`config.mk`:
```
export PLATFORM = sky130hd
export DESIGN_NAME = dmaq_regfile
export DESIGN_NICKNAME = d
export VERILOG_FILES = /design/src/rtl/dmaq_pkg.sv /design/src/rtl/dmaq_halt.sv /design/src/rtl/dmaq_ring.sv /design/src/rtl/dmaq_evt.sv /design/src/rtl/dmaq_regfile.sv
export SDC_FILE = /design/constraint.sdc
export NUM_CORES = 2
export LEC_CHECK = 0
export ABC_AREA = 1
export BUFFER_PORTS_ARGS = -buffer_cell sky130_fd_sc_hd__buf_2
export CAP_MARGIN = 20
export CORE_AREA = 2 2 490 249
export DETAILED_ROUTE_END_ITERATION = 8
export DIE_AREA = 0 0 492 251
export PLACE_DENSITY = 0.52
export SLEW_MARGIN = 20
export SYNTH_ARGS = -nofsm -noshare
export SYNTH_HDL_FRONTEND = slang
export SYNTH_SLANG_ARGS = --single-unit
```
`constraint.sdc`:
```
create_clock -name clk -period 2.3 [get_ports clk]
set_clock_uncertainty 0.2 [all_clocks]
set_input_delay 0.46 -clock clk [delete_from_list [all_inputs] [get_ports clk]]
set_output_delay 0.46 -clock clk [all_outputs]
set_load 0.01 [all_outputs]
```
`src/rtl/dmaq_pkg.sv`:
```
package dmaq_pkg;
  localparam int DW        = 32;
  localparam int W_EVT     = 0;
  localparam int W_MASK    = 1;
  localparam int W_TXST    = 2;
  localparam int W_RXST    = 3;
  localparam int W_SCR     = 4;
  localparam int W_ID      = 5;
  localparam int W_BELL    = 6;
  localparam int W_TXB     = 8;
  localparam int W_RXB     = 16;
  localparam int W_TXP     = 24;
  localparam int W_RXP     = 32;
  localparam int TX_HALT_MSB = 31;
  localparam int RX_HALT_MSB = 23;
  localparam int EV_TXF    = 0;
  localparam int EV_RXF    = 1;

  typedef enum logic [1:0] {ACC_RW, ACC_WO, ACC_RO, ACC_W1C} acc_e;

  function automatic acc_e acc_of(input int idx, input int nq);
    if (idx == W_EVT || idx == W_TXST || idx == W_RXST) return ACC_W1C;
    if (idx == W_MASK || idx == W_SCR) return ACC_RW;
    if (idx == W_BELL) return ACC_WO;
    if (idx >= W_TXB && idx < W_TXB + nq) return ACC_RW;
    if (idx >= W_RXB && idx < W_RXB + nq) return ACC_RW;
    return ACC_RO;
  endfunction
endpackage

```
`src/rtl/dmaq_halt.sv`:
```
module dmaq_halt #(
  parameter int NQ       = 8,
  parameter int MSB      = 31,
  parameter bit ONLY_NEW = 1'b0
) (
  input  logic          clk,
  input  logic          rst,
  input  logic          wr,
  input  logic [31:0]   wdata,
  input  logic [NQ-1:0] set_in,
  output logic [NQ-1:0] halt,
  output logic [NQ-1:0] kick
);
  for (genvar q = 0; q < NQ; q++) begin : g_q
    logic hit;
    assign hit = wr & wdata[MSB-q];
    always_ff @(posedge clk) begin
      if (rst) begin
        halt[q] <= 1'b0;
        kick[q] <= 1'b0;
      end else begin
        halt[q] <= set_in[q] | (halt[q] & ~hit);
        if (ONLY_NEW) kick[q] <= hit & ~halt[q];
        else          kick[q] <= hit;
      end
    end
  end
endmodule

```
`src/rtl/dmaq_ring.sv`:
```
module dmaq_ring #(
  parameter int NQ = 8,
  parameter int DW = 32,
  localparam int QW = (NQ > 1) ? $clog2(NQ) : 1
) (
  input  logic           clk,
  input  logic           rst,
  input  logic           wr,
  input  logic [QW-1:0]  sel,
  input  logic [DW-1:0]  wdata,
  output logic [NQ*DW-1:0] base_o,
  output logic [NQ*DW-1:0] ptr_o
);
  logic [DW-1:0] masked;
  assign masked = {wdata[DW-1:3], 3'b000};

  for (genvar q = 0; q < NQ; q++) begin : g_q
    logic [DW-1:0] base_q, ptr_q;
    always_ff @(posedge clk) begin
      if (rst) begin
        base_q <= '0;
        ptr_q  <= '0;
      end else if (wr && sel == QW'(q)) begin
        base_q <= masked;
        ptr_q  <= masked;
      end
    end
    assign base_o[q*DW +: DW] = base_q;
    assign ptr_o[q*DW +: DW]  = ptr_q;
  end
endmodule

```
`src/rtl/dmaq_evt.sv`:
```
module dmaq_evt #(
  parameter int DW = 32
) (
  input  logic          clk,
  input  logic          rst,
  input  logic          clr_wr,
  input  logic          mask_wr,
  input  logic [DW-1:0] wdata,
  input  logic [DW-1:0] ev_set,
  output logic [DW-1:0] evt_o,
  output logic [DW-1:0] mask_o,
  output logic          irq_tx,
  output logic          irq_rx,
  output logic          irq_err
);
  logic [DW-1:0] evt_d, mask_d, act;

  always_comb begin
    evt_d  = (evt_o & ~(clr_wr ? wdata : '0)) | ev_set;
    mask_d = mask_wr ? wdata : mask_o;
    act    = evt_d & mask_d;
  end

  always_ff @(posedge clk) begin
    if (rst) begin
      evt_o   <= '0;
      mask_o  <= '0;
      irq_tx  <= 1'b0;
      irq_rx  <= 1'b0;
      irq_err <= 1'b0;
    end else begin
      evt_o   <= evt_d;
      mask_o  <= mask_d;
      irq_tx  <= act[dmaq_pkg::EV_TXF];
      irq_rx  <= act[dmaq_pkg::EV_RXF];
      irq_err <= |act[DW-1:2];
    end
  end
endmodule

```
`src/rtl/dmaq_regfile.sv`:
```
module dmaq_regfile #(
  parameter int          NQ       = 8,
  parameter int          AW       = 12,
  parameter logic [31:0] ID_VALUE = 32'h0D3A_0102
) (
  input  logic             clk,
  input  logic             rst,
  input  logic [AW-1:0]    bus_addr,
  input  logic             bus_wr,
  input  logic [31:0]      bus_wdata,
  input  logic             bus_rd,
  output logic [31:0]      bus_rdata,
  input  logic [31:0]      ev_set,
  input  logic [NQ-1:0]    tx_halt_set,
  input  logic [NQ-1:0]    rx_halt_set,
  output logic [NQ-1:0]    tx_kick,
  output logic [NQ-1:0]    rx_kick,
  output logic [NQ*32-1:0] tx_ring_ptr,
  output logic [NQ*32-1:0] rx_ring_ptr,
  output logic [31:0]      doorbell,
  output logic             irq_tx,
  output logic             irq_rx,
  output logic             irq_err
);
  import dmaq_pkg::*;
  localparam int WI = AW - 2;
  localparam int QW = (NQ > 1) ? $clog2(NQ) : 1;

  logic [WI-1:0] widx, off_tb, off_rb, off_tp, off_rp;
  logic [31:0]   evt_q, mask_q, scratch_q, rd_val;
  logic [NQ-1:0] tx_halt, rx_halt;
  logic [NQ*32-1:0] tx_base, rx_base;
  logic in_tb, in_rb, in_tp, in_rp;

  assign widx   = bus_addr[AW-1:2];
  assign off_tb = widx - WI'(W_TXB);
  assign off_rb = widx - WI'(W_RXB);
  assign off_tp = widx - WI'(W_TXP);
  assign off_rp = widx - WI'(W_RXP);
  assign in_tb  = (widx >= WI'(W_TXB)) && (off_tb < WI'(NQ));
  assign in_rb  = (widx >= WI'(W_RXB)) && (off_rb < WI'(NQ));
  assign in_tp  = (widx >= WI'(W_TXP)) && (off_tp < WI'(NQ));
  assign in_rp  = (widx >= WI'(W_RXP)) && (off_rp < WI'(NQ));

  dmaq_halt #(.NQ(NQ), .MSB(TX_HALT_MSB), .ONLY_NEW(1'b0)) u_txh (
    .clk(clk), .rst(rst), .wr(bus_wr && widx == WI'(W_TXST)), .wdata(bus_wdata),
    .set_in(tx_halt_set), .halt(tx_halt), .kick(tx_kick));

  dmaq_halt #(.NQ(NQ), .MSB(RX_HALT_MSB), .ONLY_NEW(1'b1)) u_rxh (
    .clk(clk), .rst(rst), .wr(bus_wr && widx == WI'(W_RXST)), .wdata(bus_wdata),
    .set_in(rx_halt_set), .halt(rx_halt), .kick(rx_kick));

  dmaq_ring #(.NQ(NQ), .DW(32)) u_txr (
    .clk(clk), .rst(rst), .wr(bus_wr && in_tb), .sel(off_tb[QW-1:0]),
    .wdata(bus_wdata), .base_o(tx_base), .ptr_o(tx_ring_ptr));

  dmaq_ring #(.NQ(NQ), .DW(32)) u_rxr (
    .clk(clk), .rst(rst), .wr(bus_wr && in_rb), .sel(off_rb[QW-1:0]),
    .wdata(bus_wdata), .base_o(rx_base), .ptr_o(rx_ring_ptr));

  dmaq_evt #(.DW(32)) u_evt (
    .clk(clk), .rst(rst),
    .clr_wr(bus_wr && widx == WI'(W_EVT)), .mask_wr(bus_wr && widx == WI'(W_MASK)),
    .wdata(bus_wdata), .ev_set(ev_set), .evt_o(evt_q), .mask_o(mask_q),
    .irq_tx(irq_tx), .irq_rx(irq_rx), .irq_err(irq_err));

  always_ff @(posedge clk) begin
    if (rst) begin
      scratch_q <= '0;
      doorbell  <= '0;
    end else if (bus_wr) begin
      if (widx == WI'(W_SCR))  scratch_q <= bus_wdata;
      if (widx == WI'(W_BELL)) doorbell  <= bus_wdata;
    end
  end

  always_comb begin
    rd_val = '0;
    if (widx == WI'(W_EVT))       rd_val = evt_q;
    else if (widx == WI'(W_MASK)) rd_val = mask_q;
    else if (widx == WI'(W_SCR))  rd_val = scratch_q;
    else if (widx == WI'(W_ID))   rd_val = ID_VALUE;
    else if (widx == WI'(W_BELL)) rd_val = doorbell;
    else if (widx == WI'(W_TXST)) begin
      for (int q = 0; q < NQ; q++) rd_val[TX_HALT_MSB-q] = tx_halt[q];
    end else if (widx == WI'(W_RXST)) begin
      for (int q = 0; q < NQ; q++) rd_val[RX_HALT_MSB-q] = rx_halt[q];
    end
    else if (in_tb) rd_val = tx_base[off_tb[QW-1:0]*32 +: 32];
    else if (in_rb) rd_val = rx_base[off_rb[QW-1:0]*32 +: 32];
    else if (in_tp) rd_val = tx_ring_ptr[off_tp[QW-1:0]*32 +: 32];
    else if (in_rp) rd_val = rx_ring_ptr[off_rp[QW-1:0]*32 +: 32];
    if (acc_of(int'(widx), NQ) == ACC_WO) rd_val = '0;
  end

  always_ff @(posedge clk) begin
    if (rst)         bus_rdata <= '0;
    else if (bus_rd) bus_rdata <= rd_val;
  end
endmodule

```
==> metrics.cfg <==
[worst_hold_path]
min_from = bus_wdata[12]
worstHoldPathType = input port to register
hold_end = u_evt.evt_o[12]$_SDFF_PP0_
holdPathStages = 5

[yosys]
synth_common_cells = 766 x nand2_1, 659 x dfxtp_1, 458 x a21oi_1
synthMuxAreaShare_pct = 0
synthAdderAreaFrac_pct = 0.253
async_flop_share_pct = 0
ys_seq_area_share_pct = 44.5
synthCells = 4131
synth_xor_area_share_pct = 0
syn_area_per_cell_um2 = 7.18
synthSimpleGateAreaFrac_pct = 22.2
synth.ff_latch_count = 659
ys_top_cells_by_area = dfxtp_1 45%, nand2_1 9.7%, a21oi_1 7.7%
synth_cell_types = 39
synth_area_leader_cell = dfxtp_1
ys_warn_count = 0
synth_edf_count = 0
synth_top_area_share_pct = 44.5
synth_top_family_by_area = simple AND/OR/NAND/NOR gates
yosysMostFrequentCell = nand2_1
synth_ff_type = dfxtp_1
netlist_area_mm2 = 0.0296
synth_compound_area_share_pct = 21.2

[floorplan]
rows = 90
die_w_um = 492
io_pins = 691
initial_utilization_pct = 24.8
die_h_um = 251
dieArea_mm2 = 0.123
core_mm2 = 0.119

[cts]
clkTransAtPathRegs_ns = 0.06
cts_buffers = 70
cts_tree = built
cts_root_buf = clkbuf_16
htree_num_levels = 3
clockBufferDepth = 3
worstSkewPairLatency_ns = 0.67
cts_sinks = 659

[timing]
slew_violations = 0
layout_min_cycle_time_ns = 2.26
setup_viol_count_final = 0
fmax_mhz = 443
hold_viol = 0
worstMarginPinSlew_ns = 0.686
setup_slack_ns = 0.0416
relSlewSlack_pct = 53.8
period_share_pct = 98.2

[worst_setup_path]
cp-end-kind = register
regToRegEndpoint = bus_rdata[27]$_SDFFE_PP0P_
crit_type = input port to register
r2r_start = u_txr.g_q[2].base_q[27]$_SDFFE_PP0P_
critPathMaxFanout = 29
worstPathArrival_ns = 2.64
startpoint = bus_addr[2]
worst_ep_required_time_ns = 2.68
critPathLaunchType = input port
rrSetupSlack_ns = 0.16
ff2ff_path_depth = 11

[drt]
firstDrtPassIters = 6
viasPerCell = 4.99
wire_per_inst_um = 24.3
ant_nets = 0
routed_wl_mm = 160
via_count = 32900
initialDrtViolationCount = 3047
drc_errors = 0

[place]
port-buffer-count = 640
dpl.hpwl_mm = 118
place.gp.congestion = 0.897
preCtsSetupSlack_ns = -0.795
placedInstanceArea_mm2 = 0.0369
dp.cells = 6368

[power_and_ir_drop]
p_per_area_mw_per_mm2 = 645
p_leak_nw = 17.0
power_mw = 26.0
ir_drop_v = 0.000350

[final_layout]
final_util_pct = 33.7
drive_gt1_share_pct = 24.4
syn_to_final_growth_pct = 35.8
nets = 5020
fin_area_mm2 = 0.0402
instances_no_fill = 6583

[flow_run]
cap_violations = 0

[global_routing]
grt_overflow = 0
grt_max_degree = 54
grt.busiest_layer = met2
grt_pass1_wl_mm = 224
grt_use_met3_pct = 5.53
grt_pass1_vias = 30400
antenna_found_initial = 5
grt_use_met1_pct = 35.0
track_usage_pct = 24.6
grt_use_met2_pct = 37.3

[run_status]
outcome = complete, no violations

worst max-delay path: stages:
cell	delay (ns)
buf_2	0.15
nor2_4	0.07
inv_2	0.30
buf_12	0.17
buf_6	0.28
buf_4	0.20
o22ai_1	0.06
o21ai_0	0.32
nand3_1	0.21
nand4_1	0.16
o21ai_0	0.09
a21oi_1	0.12
metal layers:
metal	up-vias	wire length [µm]
met5	-	13
met3	189	14100
met2	1453	69600
met1	16000	72400
li1	15300	-
met4	2	4150
cell type report:
cell class / instances / area (µm²)
fillers: 12700 / 79100
multi-input cells: 2685 / 13300
flip-flops and latches: 659 / 13200
repair buffers: 1084 / 7770
clock buffers: 101 / 2080
well taps: 1610 / 2010
inverters: 418 / 1580
clock inverters: 23 / 250
diodes: 3 / 7.51
cells in the final DEF (no fill, tap or decap), types with 35 or more instances in the layout:
| master | n |
|---|---|
| a211oi_1 | 233 |
| a21oi_1 | 458 |
| buf_12 | 78 |
| buf_2 | 638 |
| buf_4 | 281 |
| clkbuf_16 | 76 |
| conb_1 | 48 |
| dfxtp_1 | 659 |
| dlygate4sd3_1 | 81 |
| inv_1 | 401 |
| nand2_1 | 752 |
| nand3_1 | 340 |
| nand4_1 | 38 |
| nor2_1 | 357 |
| o2111ai_1 | 35 |
| o21ai_0 | 172 |
| o22ai_1 | 83 |
flip-flops by register name, summed over array words and instances (netlist names), 32 cells and up:
name / cells
u_rxr.g_q.base_q: 174
scratch_q: 32
u_txr.g_q.base_q: 232
u_evt.mask_o: 32
bus_rdata: 32
doorbell: 32
u_rxr.g_q.ptr_q: 58
u_evt.evt_o: 32
logic make-up (layout without fill, tap and decap cells):
family,count (synthesis),in the layout
buffers and inverters,834,1626
flip-flops,659,659
AND/OR/NAND/NOR,1568,1568
other,1,51
AO/OA/AOI/OAI,1063,1063
adder cells (fa/ha/maj),6,6
through the flow:
stage,hold WS [ns],setup TNS [ns]
floorplan,0.216,-0.0825
global placement,0.233,-231.30
detailed placement,0.242,-221.82
CTS,0.0106,0
global route,0.0375,-0.00542
finish,0.0566,0
power breakdown:
group | internal (mW) | leakage, nW | switching [mW] | total (mW)
Combinational | 0.772 | 10.5 | 1.61 | 2.38
Sequential | 11.5 | 5.32 | 0.0451 | 11.5
Clock | 6.77 | 1.14 | 5.28 | 12.1
worst max-delay path by stage:
stage / slack (ns) / endpoint
global placement: -0.78 / u_evt.irq_err$_SDFF_PP0_
floorplan: -0.004 / u_txr.g_q[5].base_q[10]$_SDFFE_PP0P_
detailed placement: -0.80 / u_evt.irq_err$_SDFF_PP0_
finish: 0.04 / bus_rdata[9]$_SDFFE_PP0P_
global route: -0.003 / u_txr.g_q[1].base_q[7]$_SDFFE_PP0P_
CTS: 0.02 / u_evt.evt_o[1]$_SDFF_PP0_
repair_timing:
action                                  in CTS  in global routing
hold buffers                                81                  0
pin swaps                                    0                  0
gates resized for setup                      4                 38
endpoints found under the hold margin       99                  0
buffers inserted                             0                  4
endpoints found under the setup margin       4                148
gates cloned                                 0                  3
Note: power is estimated with default switching activity, not from simulation.
